$ cat src/rtl/wd_pkg.sv
package wd_pkg;

    typedef enum logic {
        MODE_SYM   = 1'b0,
        MODE_FIXED = 1'b1
    } wd_mode_e;

    typedef enum logic {
        ST_ARMED = 1'b0,
        ST_ALARM = 1'b1
    } wd_state_e;

    typedef struct packed {
        logic level;
        logic rise;
        logic fall;
    } wd_edge_t;

    function automatic int wd_max(input int a, input int b);
        return (a > b) ? a : b;
    endfunction

    // bits needed to hold the values 0 .. n-1
    function automatic int wd_cw(input int n);
        return (n < 2) ? 1 : $clog2(n);
    endfunction

endpackage

$ cat src/rtl/wd_sync_filter.sv
module wd_sync_filter
    import wd_pkg::*;
#(
    parameter int FILT_CYC = 4
) (
    input  logic     clk,
    input  logic     rst,
    input  logic     din,
    output wd_edge_t dout
);
    localparam int CW = wd_cw(FILT_CYC);

    logic          s1, s2;
    logic [CW-1:0] run;
    wd_edge_t      q;

    always_ff @(posedge clk) begin
        if (rst) begin
            s1  <= 1'b0;
            s2  <= 1'b0;
            run <= '0;
            q   <= '0;
        end else begin
            s1     <= din;
            s2     <= s1;
            q.rise <= 1'b0;
            q.fall <= 1'b0;
            if (s2 != q.level) begin
                if (run == CW'(FILT_CYC - 1)) begin
                    q.level <= s2;
                    q.rise  <= s2;
                    q.fall  <= ~s2;
                    run     <= '0;
                end else begin
                    run <= run + 1'b1;
                end
            end else begin
                run <= '0;
            end
        end
    end

    assign dout = q;
endmodule

$ cat src/rtl/wd_timer_core.sv
module wd_timer_core
    import wd_pkg::*;
#(
    parameter wd_mode_e MODE        = MODE_SYM,
    parameter int       TIMEOUT_CYC = 40,
    parameter int       ACTIVE_CYC  = 100,
    parameter int       MIN_LOW_CYC = 12
) (
    input  logic     clk,
    input  logic     rst,
    input  wd_edge_t kick,
    input  logic     hold,
    output logic     alarm_n
);
    localparam int LOW_LEN = (MODE == MODE_FIXED) ? ACTIVE_CYC : TIMEOUT_CYC;
    localparam int CW      = wd_cw(wd_max(TIMEOUT_CYC, LOW_LEN));

    wd_state_e     st;
    logic [CW-1:0] cnt;
    logic          pend;
    logic          kick_hit;
    logic          early;
    logic          min_met;

    generate
        if (MODE == MODE_FIXED) begin : g_fixed
            assign kick_hit = kick.rise | kick.fall;
            assign early    = hold;
        end else begin : g_sym
            assign kick_hit = kick.rise;
            assign early    = hold | kick.rise;
        end
    endgenerate

    assign min_met = (cnt >= CW'(MIN_LOW_CYC - 1));

    always_ff @(posedge clk) begin
        if (rst) begin
            st   <= ST_ARMED;
            cnt  <= '0;
            pend <= 1'b0;
        end else begin
            case (st)
                ST_ARMED: begin
                    pend <= 1'b0;
                    if (hold || kick_hit) begin
                        cnt <= '0;
                    end else if (cnt == CW'(TIMEOUT_CYC - 1)) begin
                        st  <= ST_ALARM;
                        cnt <= '0;
                    end else begin
                        cnt <= cnt + 1'b1;
                    end
                end
                default: begin
                    if ((cnt == CW'(LOW_LEN - 1)) || (min_met && (pend || early))) begin
                        st   <= ST_ARMED;
                        cnt  <= '0;
                        pend <= 1'b0;
                    end else begin
                        cnt  <= cnt + 1'b1;
                        pend <= pend | early;
                    end
                end
            endcase
        end
    end

    assign alarm_n = (st == ST_ARMED);
endmodule

$ cat src/rtl/wdog_supervisor.sv
module wdog_supervisor
    import wd_pkg::*;
#(
    parameter wd_mode_e MODE        = MODE_SYM,
    parameter int       TIMEOUT_CYC = 40,
    parameter int       ACTIVE_CYC  = 100,
    parameter int       MIN_LOW_CYC = 12,
    parameter int       FILT_CYC    = 4
) (
    input  logic clk,
    input  logic rst,
    input  logic kick_i,
    input  logic hold_i,
    output logic alarm_n_o
);
    localparam int N_IN = 2;

    logic [N_IN-1:0] raw_in;
    wd_edge_t        flt [N_IN];
    wd_edge_t        kick_e;
    wd_edge_t        hold_e;

    assign raw_in = {hold_i, kick_i};

    generate
        for (genvar i = 0; i < N_IN; i++) begin : g_in
            wd_sync_filter #(.FILT_CYC(FILT_CYC)) u_filt (
                .clk  (clk),
                .rst  (rst),
                .din  (raw_in[i]),
                .dout (flt[i])
            );
        end
    endgenerate

    assign kick_e = flt[0];
    assign hold_e = flt[1];

    wd_timer_core #(
        .MODE        (MODE),
        .TIMEOUT_CYC (TIMEOUT_CYC),
        .ACTIVE_CYC  (ACTIVE_CYC),
        .MIN_LOW_CYC (MIN_LOW_CYC)
    ) u_core (
        .clk     (clk),
        .rst     (rst),
        .kick    (kick_e),
        .hold    (hold_e.level),
        .alarm_n (alarm_n_o)
    );
endmodule

$ cat config.mk
export PLATFORM = sky130hd
export DESIGN_NAME = wdog_supervisor
export DESIGN_NICKNAME = d
export VERILOG_FILES = /design/src/rtl/wd_pkg.sv /design/src/rtl/wd_sync_filter.sv /design/src/rtl/wd_timer_core.sv /design/src/rtl/wdog_supervisor.sv
export SDC_FILE = /design/constraint.sdc
export NUM_CORES = 1
export LEC_CHECK = 0
export BUFFER_PORTS_ARGS = -buffer_cell sky130_fd_sc_hd__buf_2
export CAP_MARGIN = 20
export CORE_MARGIN = 2
export CORE_UTILIZATION = 30
export DETAILED_ROUTE_END_ITERATION = 10
export HOLD_SLACK_MARGIN = 0.06
export PLACE_DENSITY = 0.42
export SLEW_MARGIN = 20
export SYNTH_ARGS = -nofsm -noshare
export SYNTH_HDL_FRONTEND = slang
export SYNTH_SLANG_ARGS = --single-unit
$ cat constraint.sdc
create_clock -name clk -period 1.49 [get_ports clk]
set_clock_uncertainty 0.05 [all_clocks]
set_input_delay 0.149 -clock clk [delete_from_list [all_inputs] [get_ports clk]]
set_output_delay 0.149 -clock clk [all_outputs]
set_load 0.01 [all_outputs]
==> impl_metrics.py, run 1 <==
metrics = {
    "global_routing": {
        "grt_max_degree": 12,
        "antenna_found_initial": 0,
        "grt_pass1_wl_um": 2270,
        "gr-total-overflow": 0,
        "grt_usage_pct": 10.7,
        "grt_pass1_vias": 558,
    },
    "synth": {
        "synth_edf_count": 0,
        "yosysUniqueCellTypes": 27,
        "yosysMostFrequentCell": "dfxtp_1",
        "ys_top_cells_by_area": "dfxtp_1 50%, ha_1 4.9%, nor3_1 4.6%",
        "synth_top_family_by_area": "simple AND/OR/NAND/NOR gates",
        "ys_seq_area_share_pct": 50.1,
        "synthArstFlopShare_pct": 0,
        "syn-num-nets": 82,
        "postSynthAreaPerCell_um2": 10.1,
        "synth_simple_gate_area_share_pct": 25.0,
        "synth_compound_area_share_pct": 9.06,
        "synth_top_area_share_pct": 50.1,
        "synth_top_cell_by_area": "dfxtp_1",
        "ys_ff_latch": 19,
        "yosys-top-cells-count": "19 x dfxtp_1, 7 x nor3_1, 6 x nor2_1",
        "postSynthCellCount": 75,
        "synth.area.mux_share_pct": 2.64,
        "synth_fa_ha_area_share_pct": 4.94,
        "synthXorXnorAreaFrac_pct": 5.77,
        "syn_area_um2": 759,
        "yosys_warnings": 0,
        "synth_ff_type": "dfxtp_1",
    },
    "worst_setup_path": {
        "rrSetupSlack_ns": 0.13,
        "start_kind": "register",
        "end_kind": "register",
        "max_stage_delay_ns": 0.38,
        "cp_slowest_cell": "dfxtp_1",
        "worstPathArrival_ns": 1.49,
        "cp_max_fo": 4,
        "crit_type": "reg2reg",
        "worst-path-buf-inv": 0,
        "worstPathRequired_ns": 1.62,
        "path_cells": "ha_2 > nand4b_1 > o31ai_4 > nor3_1",
        "cp_top_family": "flip-flops",
    },
    "finish": {
        "area_growth_pct": 16.6,
        "post-route-cell-area_um2": 886,
        "drive_gt1_share_pct": 21.2,
        "diodes": 0,
        "nets": 93,
        "layout.cells.non_filler": 115,
    },
    "cts": {
        "clk_latency_ns": 0.29,
        "root_buffer": "clkbuf_4",
        "clkTransAtPathRegs_ns": 0.11,
        "tritoncts": "done",
        "cts_made_buffers": 3,
        "htreeDepth": 1,
        "clock_sinks": 19,
        "clk_path_buf_depth": 2,
    },
    "floorplanning": {
        "core_area_um2": 2430,
        "rows": 18,
        "die_w_um": 54.3,
        "boundaryPins": 5,
        "start_util_pct": 31.2,
        "die_h_um": 54.3,
        "dieArea_um2": 2950,
    },
    "detailed_routing": {
        "routed_wl_um": 1230,
        "drt_iter0_markers": 6,
        "drtPass1Iterations": 2,
        "vias_per_cell": 4.70,
        "ant_nets": 0,
        "wl_per_cell_um": 10.7,
        "drc": 0,
        "vias": 541,
    },
    "timing": {
        "drv_slew": 0,
        "final-hold-violation-count": 0,
        "fin_crit_ns": 1.36,
        "rsz0062_at_grt": "no",
        "max_freq_ghz": 0.735,
        "setup_viol": 0,
        "worst_slew_pin_slew_ns": 0.532,
        "post-route-period-util_pct": 91.3,
        "tns_ns": 0,
        "slew_headroom_pct": 64.3,
        "setup_slack_ns": 0.129,
    },
    "placed_design": {
        "pre_cts_ws_ns": 0.0340,
        "dpl-instance-area_um2": 821,
        "gp_congestion": 0.685,
        "port_buffers": 4,
        "placedCellCount": 109,
        "hpwl_um": 888,
    },
    "power_and_ir_drop": {
        "leakage_uw": 0.000311,
        "pwr-share-comb_pct": 5.1,
        "p_clk_share_pct": 31.3,
        "p_switching_uw": 188,
        "seq_power_share_pct": 63.6,
        "max-vdd-ir-drop_mv": 0.641,
        "swShare_pct": 22.6,
        "internal_power_uw": 644,
        "powerDensity_nw_per_um2": 940,
    },
    "job": {
        "max_cap_viol_count": 0,
    },
    "status": {
        "outcome": "finished, final reports clean",
    },
    "worst_hold_path": {
        "hold_path_class": "in2reg",
    },
}
==> cell usage in the layout, fill, tap and decap left out <==
cell type / netlist / final
buf_2: 0 / 4
xor2_1: 2 / 2
nor4_1: 1 / 1
nand4b_1: 1 / 1
nor4bb_1: 1 / 1
nand3_1: 3 / 3
o31ai_4: 0 / 1
nor2_1: 6 / 6
o21ai_0: 1 / 1
nor4b_2: 1 / 1
ha_2: 0 / 1
clkbuf_4: 0 / 3
or3_1: 3 / 3
a211oi_2: 2 / 2
inv_1: 4 / 4
dlygate4sd3_1: 0 / 2
or2_2: 1 / 1
o21ai_1: 1 / 1
dfxtp_2: 0 / 1
dfxtp_1: 19 / 18
ha_1: 3 / 2
nand2_1: 2 / 2
a21oi_1: 2 / 2
nor2b_1: 4 / 4
clkinv_2: 0 / 1
nor3b_2: 1 / 1
nor3b_1: 1 / 1
mux2i_1: 2 / 2
o21ai_2: 1 / 1
nor3_1: 7 / 7
buf_4: 0 / 1
a211oi_1: 1 / 1
xnor2_1: 3 / 3
==> state kept, by name, indices dropped and copies added, names as in the netlist <==
signal / count
g_in.u_filt.s1: 2
u_core.pend: 1
g_in.u_filt.s2: 2
u_core.cnt: 6
u_core.st: 1
g_in.u_filt.run: 4
g_in.u_filt.dout: 3
==> metrics by stage <==
stage	power [uW]	hold slack, ns	utilization, %
after floorplan	565	0.227	-
after global placement	576	0.307	33.7
after detailed placement	577	0.315	33.7
after CTS	850	0.0966	35.7
after global routing	884	0.0959	36.4
final	832	0.102	36.4
==> logic make-up after synthesis <==
group,Yosys count
simple gates,32
flops,19
compound gates,9
xor+xnor,5
buf+inv,5
fa+ha+maj,3
mux,2
==> worst paths after layout <==
path / from / end / cells after the start
setup / recovery: u_core.cnt[1] / u_core.cnt[2] / 4
hold / removal: rst / g_in[0].u_filt.s1 / 2
setup reg to reg: u_core.cnt[1] / u_core.cnt[2] / 4
hold reg to reg: g_in[1].u_filt.run[0] / g_in[1].u_filt.run[0] / 1
==> area by class of cell <==
class / count / area, um^2
Fill cell: 266 / 1550
Sequential cell: 19 / 382
Multi-Input combinational cell: 51 / 377
Timing Repair Buffer: 7 / 47.5
Tap cell: 30 / 37.5
Clock buffer: 3 / 22.5
Inverter: 4 / 15.0
Clock inverter: 1 / 5.00
==> layer usage <==
layer  up-vias  routed length, um  GRT usage [%]
met1       251                603           12.6
li1        284                  -              -
met3         2                 37           4.92
met5         -                  0              0
met4         0                 11           2.50
met2         4                580           17.7
==> power groups by stage <==
stage | clock network, uW | logic (uW) | registers, uW
floorplan | 0 | 26.1 | 539
global placement | 0 | 36.3 | 540
detailed placement | 0 | 36.6 | 540
CTS | 281 | 40.7 | 529
global route | 304 | 47.8 | 533
finish | 260 | 42.5 | 530
==> what timing repair did <==
| item | CTS | global route |
|---|---|---|
| hold buffers | 2 | 0 |
| hold endpoints to repair | 2 | 0 |
| setup endpoints to repair | 0 | 3 |
| buffers inserted | 0 | 0 |
| gates resized for setup | 0 | 4 |
(Power assumes the default switching activity.)
==> run 2, diff against run 1 <==
- RECOVER_POWER: default -> 100
==> run 2 against run 1 <==
Against the previous run:
- sequential share of layout area up 0.62 points
- register-to-register slack barely moved
- setup slack better by 0.0062 ns
- wire length shrank 0.73%
- via count is 0.92% higher
- global-route usage stayed put
- combinational power is 5.2% lower
- critical path type unchanged
- critical endpoint unchanged
- largest cell class unchanged
- largest power group unchanged
==> impl_metrics.py, run 2 (synthesized netlist as in run 1, its figures left out) <==
metrics = {
    "detailed_routing": {
        "drc": 0,
        "drt_iter0_markers": 6,
        "ant_nets": 0,
        "wl_per_cell_um": 10.6,
        "vias": 546,
        "drtPass1Iterations": 2,
        "routed_wl_um": 1220,
        "vias_per_cell": 4.75,
    },
    "floorplanning": {
        "dieArea_um2": 2950,
        "die_h_um": 54.3,
        "start_util_pct": 31.2,
        "die_w_um": 54.3,
        "core_area_um2": 2430,
        "rows": 18,
        "boundaryPins": 5,
    },
    "cts": {
        "clkTransAtPathRegs_ns": 0.11,
        "clk_latency_ns": 0.29,
        "htreeDepth": 1,
        "root_buffer": "clkbuf_4",
        "clock_sinks": 19,
        "cts_made_buffers": 3,
        "clk_path_buf_depth": 2,
        "tritoncts": "done",
    },
    "power_and_ir_drop": {
        "max-vdd-ir-drop_mv": 0.642,
        "internal_power_uw": 643,
        "p_switching_uw": 188,
        "seq_power_share_pct": 63.8,
        "pwr-share-comb_pct": 4.8,
        "swShare_pct": 22.6,
        "p_clk_share_pct": 31.4,
        "leakage_uw": 0.000308,
        "powerDensity_nw_per_um2": 951,
    },
    "timing": {
        "hold_ws_ns": 0.102,
        "rsz0062_at_grt": "no",
        "worst_slew_pin_slew_ns": 0.421,
        "tns_ns": 0,
        "fin_crit_ns": 1.35,
        "setup_slack_ns": 0.135,
        "setup_viol": 0,
        "slew_headroom_pct": 71.9,
        "final-hold-violation-count": 0,
        "drv_slew": 0,
        "post-route-period-util_pct": 90.9,
        "max_freq_ghz": 0.738,
    },
    "global_routing": {
        "grt_max_degree": 12,
        "grt_pass1_wl_um": 2270,
        "grt_usage_pct": 10.7,
        "gr-total-overflow": 0,
        "antenna_found_initial": 0,
        "grt_pass1_vias": 558,
    },
    "job": {
        "max_cap_viol_count": 0,
    },
    "placed_design": {
        "placedCellCount": 109,
        "hpwl_um": 888,
        "pre_cts_ws_ns": 0.0340,
        "port_buffers": 4,
        "gp_congestion": 0.685,
    },
    "finish": {
        "largest_register_ffs": 6,
        "layout.cells.non_filler": 115,
        "register_area_um2": 382,
        "area_growth_pct": 15.0,
        "final_cell_mix": "18 x dfxtp_1, 7 x nor3_1, 6 x nor2_1, 4 x inv_1, 4 x nor2b_1",
        "drive_gt1_share_pct": 20.0,
        "nets": 93,
        "layout_commonest_cell": "dfxtp_1",
        "regMostFlops": "u_core.cnt",
        "diodes": 0,
        "multiInputGateArea_um2": 368,
        "nFillCells": 268,
    },
    "status": {
        "outcome": "finished, final reports clean",
    },
    "worst_setup_path": {
        "crit_type": "reg2reg",
        "start_kind": "register",
        "end_kind": "register",
        "cp_max_fo": 4,
        "worstPathArrival_ns": 1.49,
        "worstPathRequired_ns": 1.62,
    },
    "worst_hold_path": {
        "hold_path_class": "in2reg",
    },
}
## run 2: timing repair
action,4_1_cts,5_1_grt
buffers inserted,0,0
hold endpoints to repair,2,0
endpoints found under the setup margin,0,3
hold buffers,2,0
resized for setup,0,4
## run 2: per-layer routing
layer / global-route usage (%) / part of all wire, %
met5: 0 / 0
met4: 2.50 / 1.2
met3: 4.92 / 3.3
met2: 17.7 / 47
met1: 12.6 / 48
## run 2: path summary, 6_finish.rpt
path	cells past startpoint	startpoint	end	slack (ns)
setup reg to reg	4	u_core.cnt[1]	u_core.cnt[2]	0.14
setup / recovery	4	u_core.cnt[1]	u_core.cnt[2]	0.14
hold / removal	2	rst	g_in[0].u_filt.s1	0.10
hold reg to reg	1	g_in[1].u_filt.run[0]	g_in[1].u_filt.run[0]	0.37
## run 2: through the flow
stage	power (uW)	instance area [um^2]	utilization, %
2_1_floorplan	565	759	-
3_3_place_gp	576	821	33.7
3_5_place_dp	577	821	33.7
4_1_cts	850	868	35.7
5_1_grt	882	873	35.9
6_report	831	873	35.9
## run 2: worst max-delay path, cell delays in order, from the launching register on
cell and delay [ns]:
dfxtp_1 0.38, ha_2 0.23, nand4b_1 0.16, o31ai_2 0.32, nor3_1 0.10
## run 2: power by group through the flow
stage / Sequential (uW) / Clock [uW] / Combinational, uW
floorplan: 539 / 0 / 26.1
global placement: 540 / 0 / 36.3
detailed placement: 540 / 0 / 36.6
CTS: 529 / 281 / 40.7
global route: 533 / 304 / 45.6
finish: 530 / 261 / 40.3
## run 2: area by class of cell
class	count	area share [%]
flip-flops and latches	19	43.7
inverters	4	1.72
clock buffers	3	2.58
well taps	30	4.30
clock inverters	1	0.573
repair buffers	7	5.01
multi-input cells	51	42.1
